==> src/rtl/cpu_status_pkg.sv <==
package cpu_status_pkg;
    parameter int STAT_W  = 8;
    parameter int COND_W  = 4;
    parameter int POS_SLP = 4;
    parameter int POS_EXP = 5;

    typedef enum logic [1:0] {
        PT_AWAKE         = 2'b00,
        PT_SLEPT         = 2'b01,
        PT_EXPIRED       = 2'b10,
        PT_SLEPT_EXPIRED = 2'b11
    } pt_state_e;
endpackage

==> src/rtl/cond_flag_bank.sv <==
module cond_flag_bank #(
    parameter int W = 4
) (
    input  logic         clk,
    input  logic         rst,
    input  logic [W-1:0] alu_flags,
    input  logic [W-1:0] alu_en,
    input  logic         sw_we,
    input  logic [W-1:0] sw_bits,
    output logic [W-1:0] flags_q
);
    for (genvar i = 0; i < W; i++) begin : g_flag
        logic nxt;
        always_comb begin
            if (sw_we)          nxt = sw_bits[i];
            else if (alu_en[i]) nxt = alu_flags[i];
            else                nxt = flags_q[i];
        end
        always_ff @(posedge clk) begin
            if (rst) flags_q[i] <= 1'b0;
            else     flags_q[i] <= nxt;
        end
    end

    // software write wins over the ALU
    p_sw_prio_r3: assert property (@(posedge clk) disable iff (rst)
        sw_we |=> flags_q == $past(sw_bits))
        else $error("p_sw_prio_r3");

    // disabled flags hold, enabled flags follow the ALU
    p_alu_upd_r4: assert property (@(posedge clk) disable iff (rst)
        !sw_we |=> flags_q == (($past(alu_flags) & $past(alu_en)) |
                               ($past(flags_q) & ~$past(alu_en))))
        else $error("p_alu_upd_r4");
endmodule

==> src/rtl/power_flag_fsm.sv <==
module power_flag_fsm
    import cpu_status_pkg::*;
(
    input  logic clk,
    input  logic rst,
    input  logic evt_clrwdt,
    input  logic evt_halt,
    input  logic evt_wdt_to,
    output logic sleep_q,
    output logic expiry_q
);
    pt_state_e state, state_nxt;
    logic clr_any;

    assign clr_any = evt_clrwdt | evt_halt;

    always_comb begin
        state_nxt = state;
        unique case (state)
            PT_AWAKE:
                state_nxt = pt_state_e'({evt_wdt_to, evt_halt});
            PT_SLEPT:
                state_nxt = pt_state_e'({evt_wdt_to, evt_halt | ~evt_clrwdt});
            PT_EXPIRED:
                state_nxt = pt_state_e'({evt_wdt_to | ~clr_any, evt_halt});
            PT_SLEPT_EXPIRED:
                state_nxt = pt_state_e'({evt_wdt_to | ~clr_any,
                                         evt_halt | ~evt_clrwdt});
            default:
                state_nxt = PT_AWAKE;
        endcase
    end

    always_ff @(posedge clk) begin
        if (rst) state <= PT_AWAKE;
        else     state <= state_nxt;
    end

    always_comb begin
        unique case (state)
            PT_AWAKE:         begin sleep_q = 1'b0; expiry_q = 1'b0; end
            PT_SLEPT:         begin sleep_q = 1'b1; expiry_q = 1'b0; end
            PT_EXPIRED:       begin sleep_q = 1'b0; expiry_q = 1'b1; end
            PT_SLEPT_EXPIRED: begin sleep_q = 1'b1; expiry_q = 1'b1; end
            default:          begin sleep_q = 1'b0; expiry_q = 1'b0; end
        endcase
    end

    p_halt_sets_sleep_r6: assert property (@(posedge clk) disable iff (rst)
        evt_halt |=> sleep_q)
        else $error("p_halt_sets_sleep_r6");

    p_clrwdt_clears_r7: assert property (@(posedge clk) disable iff (rst)
        (evt_clrwdt && !evt_halt && !evt_wdt_to) |=> (!sleep_q && !expiry_q))
        else $error("p_clrwdt_clears_r7");

    p_timeout_keeps_sleep_r8: assert property (@(posedge clk) disable iff (rst)
        (evt_wdt_to && !clr_any) |=> (expiry_q && sleep_q == $past(sleep_q)))
        else $error("p_timeout_keeps_sleep_r8");

    p_timeout_wins_r9: assert property (@(posedge clk) disable iff (rst)
        evt_wdt_to |=> expiry_q)
        else $error("p_timeout_wins_r9");

    p_idle_hold_r11: assert property (@(posedge clk) disable iff (rst)
        !(evt_clrwdt || evt_halt || evt_wdt_to) |=> $stable({expiry_q, sleep_q}))
        else $error("p_idle_hold_r11");
endmodule

==> src/rtl/cpu_status_reg.sv <==
module cpu_status_reg
    import cpu_status_pkg::*;
(
    input  logic              clk,
    input  logic              pwr_rst,
    input  logic [COND_W-1:0] alu_flags,
    input  logic [COND_W-1:0] alu_en,
    input  logic              sw_we,
    input  logic [STAT_W-1:0] sw_data,
    input  logic              evt_clrwdt,
    input  logic              evt_halt,
    input  logic              evt_wdt_to,
    output logic [STAT_W-1:0] stat_q
);
    localparam int PAD_W = STAT_W - COND_W - 2;

    logic [COND_W-1:0] cond_q;
    logic              sleep_q, expiry_q;

    cond_flag_bank #(.W(COND_W)) u_cond (
        .clk       (clk),
        .rst       (pwr_rst),
        .alu_flags (alu_flags),
        .alu_en    (alu_en),
        .sw_we     (sw_we),
        .sw_bits   (sw_data[COND_W-1:0]),
        .flags_q   (cond_q)
    );

    power_flag_fsm u_pwr (
        .clk        (clk),
        .rst        (pwr_rst),
        .evt_clrwdt (evt_clrwdt),
        .evt_halt   (evt_halt),
        .evt_wdt_to (evt_wdt_to),
        .sleep_q    (sleep_q),
        .expiry_q   (expiry_q)
    );

    assign stat_q = {{PAD_W{1'b0}}, expiry_q, sleep_q, cond_q};

    p_reset_clear_r1: assert property (@(posedge clk)
        pwr_rst |=> stat_q == '0)
        else $error("p_reset_clear_r1");

    p_write_no_power_r5: assert property (@(posedge clk) disable iff (pwr_rst)
        (sw_we && !evt_clrwdt && !evt_halt && !evt_wdt_to)
            |=> $stable(stat_q[POS_EXP:POS_SLP]))
        else $error("p_write_no_power_r5");

    // coincident halt and clear-watchdog leave the sleep flag set
    p_halt_over_clr_r10: assert property (@(posedge clk) disable iff (pwr_rst)
        (evt_halt && evt_clrwdt) |=> stat_q[POS_SLP])
        else $error("p_halt_over_clr_r10");
endmodule

==> config.mk <==
export PLATFORM = sky130hd
export DESIGN_NAME = cpu_status_reg
export DESIGN_NICKNAME = d
export VERILOG_FILES = /design/src/rtl/cpu_status_pkg.sv /design/src/rtl/cond_flag_bank.sv /design/src/rtl/power_flag_fsm.sv /design/src/rtl/cpu_status_reg.sv
export SDC_FILE = /design/constraint.sdc
export NUM_CORES = 1
export LEC_CHECK = 0
export ABC_AREA = 1
export CAP_MARGIN = 20
export CORE_AREA = 2 2 39 41
export DETAILED_ROUTE_END_ITERATION = 6
export DIE_AREA = 0 0 41 43
export PLACE_DENSITY = 0.65
export SYNTH_ARGS = -nofsm -noshare
export SYNTH_HDL_FRONTEND = slang
export SYNTH_SLANG_ARGS = --single-unit
==> constraint.sdc <==
create_clock -name clk -period 0.8 [get_ports clk]
set_input_delay 0.16 -clock clk [delete_from_list [all_inputs] [get_ports clk]]
set_output_delay 0.16 -clock clk [all_outputs]
set_load 0.03 [all_outputs]
# Word level (Yosys, flattened, before mapping)
# Index checks and enable logic that the tools add are counted.
dict set report word_totals {
  register_bits 6
  in_bits 22
  output_inout_bits 8
}
dict set report classes {
  eq_ne 3
  mux 11
  bitwise 5
  n_reduce_logical 9
}
# operator n
set ops {}
lappend ops {{$mux 1} 8}
lappend ops {{$pmux 2 s4} 1}
lappend ops {{$reduce_bool 2->1} 4}
lappend ops {{$reduce_or 2->1} 4}
lappend ops {{$eq 2x2->1 const B} 2}
lappend ops {{$pmux 1 s2} 2}
lappend ops {{$or 1x1->1} 3}
lappend ops {{$eq 2x1->1 const B} 1}
lappend ops {{$logic_not 2->1} 1}
lappend ops {{$not 1->1} 2}

# Longest topological paths before layout
# Gate-level depths: netlist of the first run.
dict set report depth {
  word_depth 4
  ltp_mapped 4
  mapped_depth_nobuf 4
}

# Hierarchy
# From an unflattened synthesis of the first run, not the netlist that was laid out.
dict set report unflattened {
  hier_cells 50
  area_unflattened_um2 317.8
}
# mod instances cells_each area_per_inst_um2
set modules_own_cells {}
lappend modules_own_cells {cond_flag_bank 1 34 197.7}
lappend modules_own_cells {power_flag_fsm 1 11 86.3}
lappend modules_own_cells {cpu_status_reg 1 5 33.8}

# Least setup slack after synthesis of the first run
# OpenSTA, ideal clock, no wires.
dict set report synth_path {
  kind {register -> register}
  from {register u_cond.flags_q[0] (netlist name)}
  to {register u_cond.flags_q[0]}
  arrival_ns 0.731
  required_time_ns 0.736
  setup_slack_ns 0.005
  stages_incl_launch_ff 5
  synth_period_minus_slack_ns 0.795
  path_cell_list {dfxtp_1 -> inv_1 -> nor2_1 -> nor2_1 -> nor2_1}
}
# item line
set synth_rtl {}
lappend synth_rtl {{end signal: indexed assignment} cond_flag_bank.sv:21} ;# else flags_q[i] <= nxt;
lappend synth_rtl {{end: declaration} cond_flag_bank.sv:10} ;# output logic [W-1:0] flags_q

# Worst setup path in the final report of the first run
dict set report layout_path {
  from {register u_cond.flags_q[3]}
  to {output stat_q[3]}
}
# item line
set layout_rtl {}
lappend layout_rtl {{end: declaration} cpu_status_reg.sv:13} ;# output logic [STAT_W-1:0] stat_q
# No word-level cell between the ends.

==> impl_results.md, run 1 <==
- Status: finished with violations
- Failing checks: setup timing
- Max Cap Viol: 0
- Antenna cells: 0
- Commonest cells post-synth: nor2_1, nand2_1, inv_1
- Hold Path Origin: sw_we
- Grt ovf: 0
- Switching fraction of total power: 0.269
- Net Sw Power: 0.233 mW
- Detailed-route via count: 333
- Clock transition at path regs: 0.05 ns
- Clk buf depth: 2
- Post-synth EDFFs: 0
- Residual DRC count: 0
- Crit path launch: u_cond.flags_q[3]$_SDFFE_PP0P_
- Area contributors post-synth: dfxtp_1, nor2_1, nand2_1
- Comb pwr share: 0.285
- Initial drt markers: 2
- Initial core utilization: 0.223
- Port Buffers: 23
- Hold Buf Count CTS: 0
- Post-synth top area cell: dfxtp_1
- Minimum clock period after layout: 0.865 ns
- Tot Pwr: 0.864 mW
- Final Wtd Congestion: 0.520
- CP max FO: 2
- Post-route clock period utilization: 1.08
- Core Rows: 14
- Worst r2r src: u_cond.flags_q[3]$_SDFFE_PP0P_
- Root buf cell: clkbuf_4
- Num CTS Buffers: 3
- Asr flop ratio synth: 0
- Setup TNS: -0.328 ns
- Setup bufs post-CTS: 0
- Worst path bufs/invs: 1
- First-pass GRT wire length: 1080 µm
- Top cell type's share of synthesized area: 0.389
- Number of global-route vias before repair: 290
- Netlist Area Pre-Place: 309 µm²
- CP startpoint kind: flip-flop
- Die W: 41 µm
- Final Hold Fails: 0
- Worst Path Arrival: 0.70 ns
- Post-route ant nets: 0
- CTS sink count: 6
- Leak: 0.281 nW
- I/O pin total: 30
- Unique masters post-synth: 11
- CTS tree: yes
- Area growth syn-to-layout: 85.4%
- Mean Syn Cell Area: 6.18 µm²
- Core area: 0.00138 mm²
- Worst Skew: 0 ns
- Setup CP Type: flip-flop to output port
- Synth Flop Type: dfxtp_1
- Gr usage total: 0.0966
- Count leader, synth: nor2_1
- Count of pins over their slew limit: 0
- Worst hold-check path type: input pin to flip-flop
- Post-DP HPWL: 532 µm
- Total die area: 0.00176 mm²
- Largest net degree at the start of global routing: 9
- Die Span Y: 43 µm
- Cell chain of the critical path: buf_6
- DRT Pass-1 Iters: 4
- Top Family by Delay on Critical Path: flip-flops
- Via density: 3.78
- CP max stage delay: 0.33 ns
- Worst EP required: 0.64 ns
- Share of cells above drive strength 1: 0.250
- Fmax: 1160 MHz
- RSZ-0062 raised after global routing: yes
- Final WS setup: -0.0647 ns
- Post-synthesis sequential area ratio: 0.389
- Worst-Skew Late Latency: 0.24 ns
- Sequential power share: 0.394
- Critical Path End Type: output port
- YS warnings: 0
- Initial antenna violation count: 0
- Layout Nets: 96
- H-tree level count: 1
- P_int: 0.632 mW
- Clock share of power: 0.321
- Slowest CP cell: dfxtp_2
- Wire length per cell: 7.82 µm
- Pwr dens: 1510 mW/mm²
- Routed WL: 688 µm
- Peak supply drop: 747 µV
- Endpoints failing setup: 6
- Flops & latches, synth: 6
- Synth Instances: 50
==> stage by stage <==
stage / hold slack (ns) / setup WS (ns) / area (µm²) / cells / util
floorplan: 0.229 / 0.00548 / 313 / 51 / -
global placement: 0.446 / -0.200 / 518 / 85 / 0.374
detailed placement: 0.447 / -0.216 / 518 / 85 / 0.374
CTS: 0.457 / -0.0759 / 571 / 88 / 0.412
global route: 0.333 / -0.0949 / 573 / 88 / 0.414
finish: 0.291 / -0.0647 / 573 / 88 / 0.414
==> layout make-up <==
type	count	area, µm²
clock buffers	3	22.5
repair buffers	24	248
multi-input cells	30	121
flip-flops and latches	6	128
fillers	162	811
well taps	16	20.0
inverters	9	33.8
==> layer usage <==
layer | track usage | up-vias | share of wire
li1 | - | 183 | -
met1 | 0.104 | 132 | 0.40
met2 | 0.131 | 18 | 0.45
met3 | 0.0681 | 0 | 0.14
met4 | 0.0600 | 0 | 0
met5 | 0 | - | 0
==> cells by family after synthesis <==
logic type / count (synthesis) / synth area share
buffers and inverters: 15 / 0.231
AND/OR/NAND/NOR: 22 / 0.271
flip-flops: 6 / 0.389
other: 1 / 0.0121
AO/OA/AOI/OAI: 6 / 0.0972
==> cells in the final DEF (no fill, tap or decap), drive strengths merged <==
| cell | count |
|---|---|
| clkdlybuf4s50 | 16 |
| nor2 | 12 |
| nand2 | 9 |
| inv | 9 |
| buf | 7 |
| dfxtp | 6 |
| o21ai | 4 |
| clkbuf | 3 |
| a21oi | 2 |
| conb | 2 |
| nand3 | 1 |
| dlymetal6s2s | 1 |
==> worst paths after layout <==
| kind | to | slack (ns) | cells past startpoint |
|---|---|---|---|
| max | stat_q[3] | -0.06 | 1 |
| min | u_cond.flags_q[1]$_SDFFE_PP0P_ | 0.29 | 4 |
| max reg2reg | u_cond.flags_q[3]$_SDFFE_PP0P_ | 0.16 | 4 |
| min reg2reg | u_pwr.state[0]$_SDFF_PP0_ | 0.46 | 2 |
==> state kept, by name (all words and copies together) (netlist names) <==
name,flops
u_pwr.state,2
u_cond.flags_q,4
==> power by group through the flow <==
stage | logic (mW) | clock network (mW) | registers (mW)
3_3_place_gp | 0.234 | 0 | 0.337
5_1_grt | 0.271 | 0.302 | 0.342
4_1_cts | 0.250 | 0.298 | 0.341
2_1_floorplan | 0.0957 | 0 | 0.366
3_5_place_dp | 0.235 | 0 | 0.338
6_report | 0.246 | 0.278 | 0.340
==> worst register-to-register path: stages (launching register included) <==
cell	delay [ns]
dfxtp_2	0.32
inv_1	0.04
nor2_1	0.03
nor2_1	0.09
nor2_1	0.04
==> timing repair <==
item / 4_1_cts / 5_1_grt
resized for setup: 12 / 1
pin swaps: 0 / 2
hold endpoints to repair: 0 / 0
endpoints found under the setup margin: 6 / 10
gates cloned: 0 / 0
(Power assumes the default switching activity.)
==> run 2, diff against run 1 <==
Settings changed: CTS_BUF_LIST from default to sky130_fd_sc_hd__clkbuf_16.
==> impl_results.md, run 2 (synthesized netlist as in run 1, its figures left out) <==
- Worst Path Arrival: 0.69 ns
- Worst Hold End: u_pwr.state[0]$_SDFF_PP0_
- Wire length per cell: 8.23 µm
- CTS tree: yes
- Critical Path End Type: output port
- Cells after DPL: 85
- Clock transition at path regs: 0.03 ns
- Critical R2R Capture: u_cond.flags_q[3]$_SDFFE_PP0P_
- Share of cells above drive strength 1: 0.250
- Status: finished with violations
- Max Cap Viol: 0
- Initial antenna violation count: 0
- Minimum clock period after layout: 0.845 ns
- Residual DRC count: 0
- H-tree level count: 1
- Final-layout fill cell count: 150
- Count of pins over their slew limit: 0
- Place WS: -0.216 ns
- Commonest non-fill, non-tap cell in the layout: clkdlybuf4s50_1
- Worst hold stages: 3
- Regs by FF count: u_cond.flags_q: 4 flops, u_pwr.state: 2 flops
- Grt ovf: 0
- First-pass GRT wire length: 1160 µm
- Leak: 0.313 nW
- Antenna cells: 0
- Worst-Skew Late Latency: 0.23 ns
- CTS sink count: 6
- Multi-input logic area: 121 µm²
- Largest net degree at the start of global routing: 9
- Worst hold-check path type: input pin to flip-flop
- Final Hold Fails: 0
- Core Rows: 14
- Final WS setup: -0.0454 ns
- Worst r2r src: u_cond.flags_q[3]$_SDFFE_PP0P_
- Clk buf depth: 2
- Reg with most FFs: u_cond.flags_q
- Final Wtd Congestion: 0.520
- Die W: 41 µm
- Post-route ant nets: 0
- Hold Path Origin: pwr_rst
- Tot Pwr: 1.39 mW
- Worst reg2reg path depth: 4
- Worst path depth: 1
- Gr usage total: 0.104
- Number of global-route vias before repair: 300
- RSZ-0062 raised after global routing: yes
- Worst Skew: 0 ns
- Setup bufs post-CTS: 0
- Top Family by Delay on Critical Path: flip-flops
- Die Span Y: 43 µm
- Pwr dens: 2220 mW/mm²
- Peak supply drop: 1410 µV
- Num CTS Buffers: 3
- Detailed-route via count: 338
- Storage cell area: 128 µm²
- Setup CP Type: flip-flop to output port
- Endpoints failing setup: 6
- Core area: 0.00138 mm²
- Area growth syn-to-layout: 103%
- Cell chain of the critical path: buf_6
- Most frequent cells in the layout: clkdlybuf4s50_1, nor2_1, nand2_1
- CP startpoint kind: flip-flop
- CP max stage delay: 0.33 ns
- Routed WL: 724 µm
- Max reg flops: 4
- CP max FO: 2
- Worst EP required: 0.64 ns
- Initial core utilization: 0.223
- Failing checks: setup timing
- Fmax: 1180 MHz
- R2R setup slack: 0.16 ns
- Via density: 3.84
- Port Buffers: 23
- Post-DP HPWL: 532 µm
- Total die area: 0.00176 mm²
- I/O pin total: 30
- Non-filler instance count after layout: 88
- DRT Pass-1 Iters: 4
- Post-route clock period utilization: 1.06
- Root buf cell: clkbuf_16
- Slowest CP cell: dfxtp_2
- Layout Nets: 96
- Initial drt markers: 2
- Worst path bufs/invs: 1
[run 2: changes by cell type in the layout (fill, tap and decap cells not counted)]
cell and delta:
clkbuf_16 +3, clkbuf_4 -3, clkdlybuf4s50_1 -1, dlymetal6s2s_1 +1
[run 2: layout make-up]
cell class	count	share of cell area
Multi-Input combinational cell	30	0.193
Timing Repair Buffer	24	0.398
Tap cell	16	0.0319
Inverter	9	0.0538
Clock buffer	3	0.120
Sequential cell	6	0.203
[run 2: worst max path at each step]
stage                              startpoint                              to
2_1_floorplan  u_cond.flags_q[0]$_SDFFE_PP0P_  u_cond.flags_q[0]$_SDFFE_PP0P_
3_3_place_gp                            sw_we  u_cond.flags_q[0]$_SDFFE_PP0P_
3_5_place_dp                            sw_we  u_cond.flags_q[1]$_SDFFE_PP0P_
4_1_cts        u_cond.flags_q[3]$_SDFFE_PP0P_                       stat_q[3]
5_1_grt        u_cond.flags_q[3]$_SDFFE_PP0P_                       stat_q[3]
6_report       u_cond.flags_q[3]$_SDFFE_PP0P_                       stat_q[3]
[run 2: per-stage QoR]
stage | setup TNS (ns) | cell area [µm²] | hold slack (ns) | util
4_1_cts | -0.245 | 623 | 0.456 | 0.450
3_5_place_dp | -1.11 | 518 | 0.447 | 0.374
2_1_floorplan | 0 | 313 | 0.229 | -
5_1_grt | -0.311 | 628 | 0.286 | 0.454
6_report | -0.217 | 628 | 0.252 | 0.454
3_3_place_gp | -1.03 | 518 | 0.446 | 0.374
[run 2: report_power, final]
group	switching, mW	internal [mW]	total [mW]
logic	0.111	0.135	0.246
registers	0.0146	0.327	0.342
clock network	0.166	0.641	0.807
total	0.291	1.10	1.39
[run 2: what timing repair did]
item | CTS | global route
endpoints found under the hold margin | 0 | 0
setup endpoints to repair | 6 | 10
resized for setup | 12 | 2
hold buffers | 0 | 0
cloned | 0 | 0
pin swaps | 0 | 2
[run 2: routing by layer]
layer | vias to the layer above | global-route usage | part of all wire
met5 | - | 0 | 0
met4 | 0 | 0.0600 | 0.015
met3 | 3 | 0.0681 | 0.14
met2 | 19 | 0.147 | 0.45
met1 | 133 | 0.110 | 0.39
li1 | 183 | - | -
[run 2: tightest hold or removal path: cells and delay by family]
family,cells,cell delay (ns)
buf+inv,2,0.25
compound gates,1,0.03
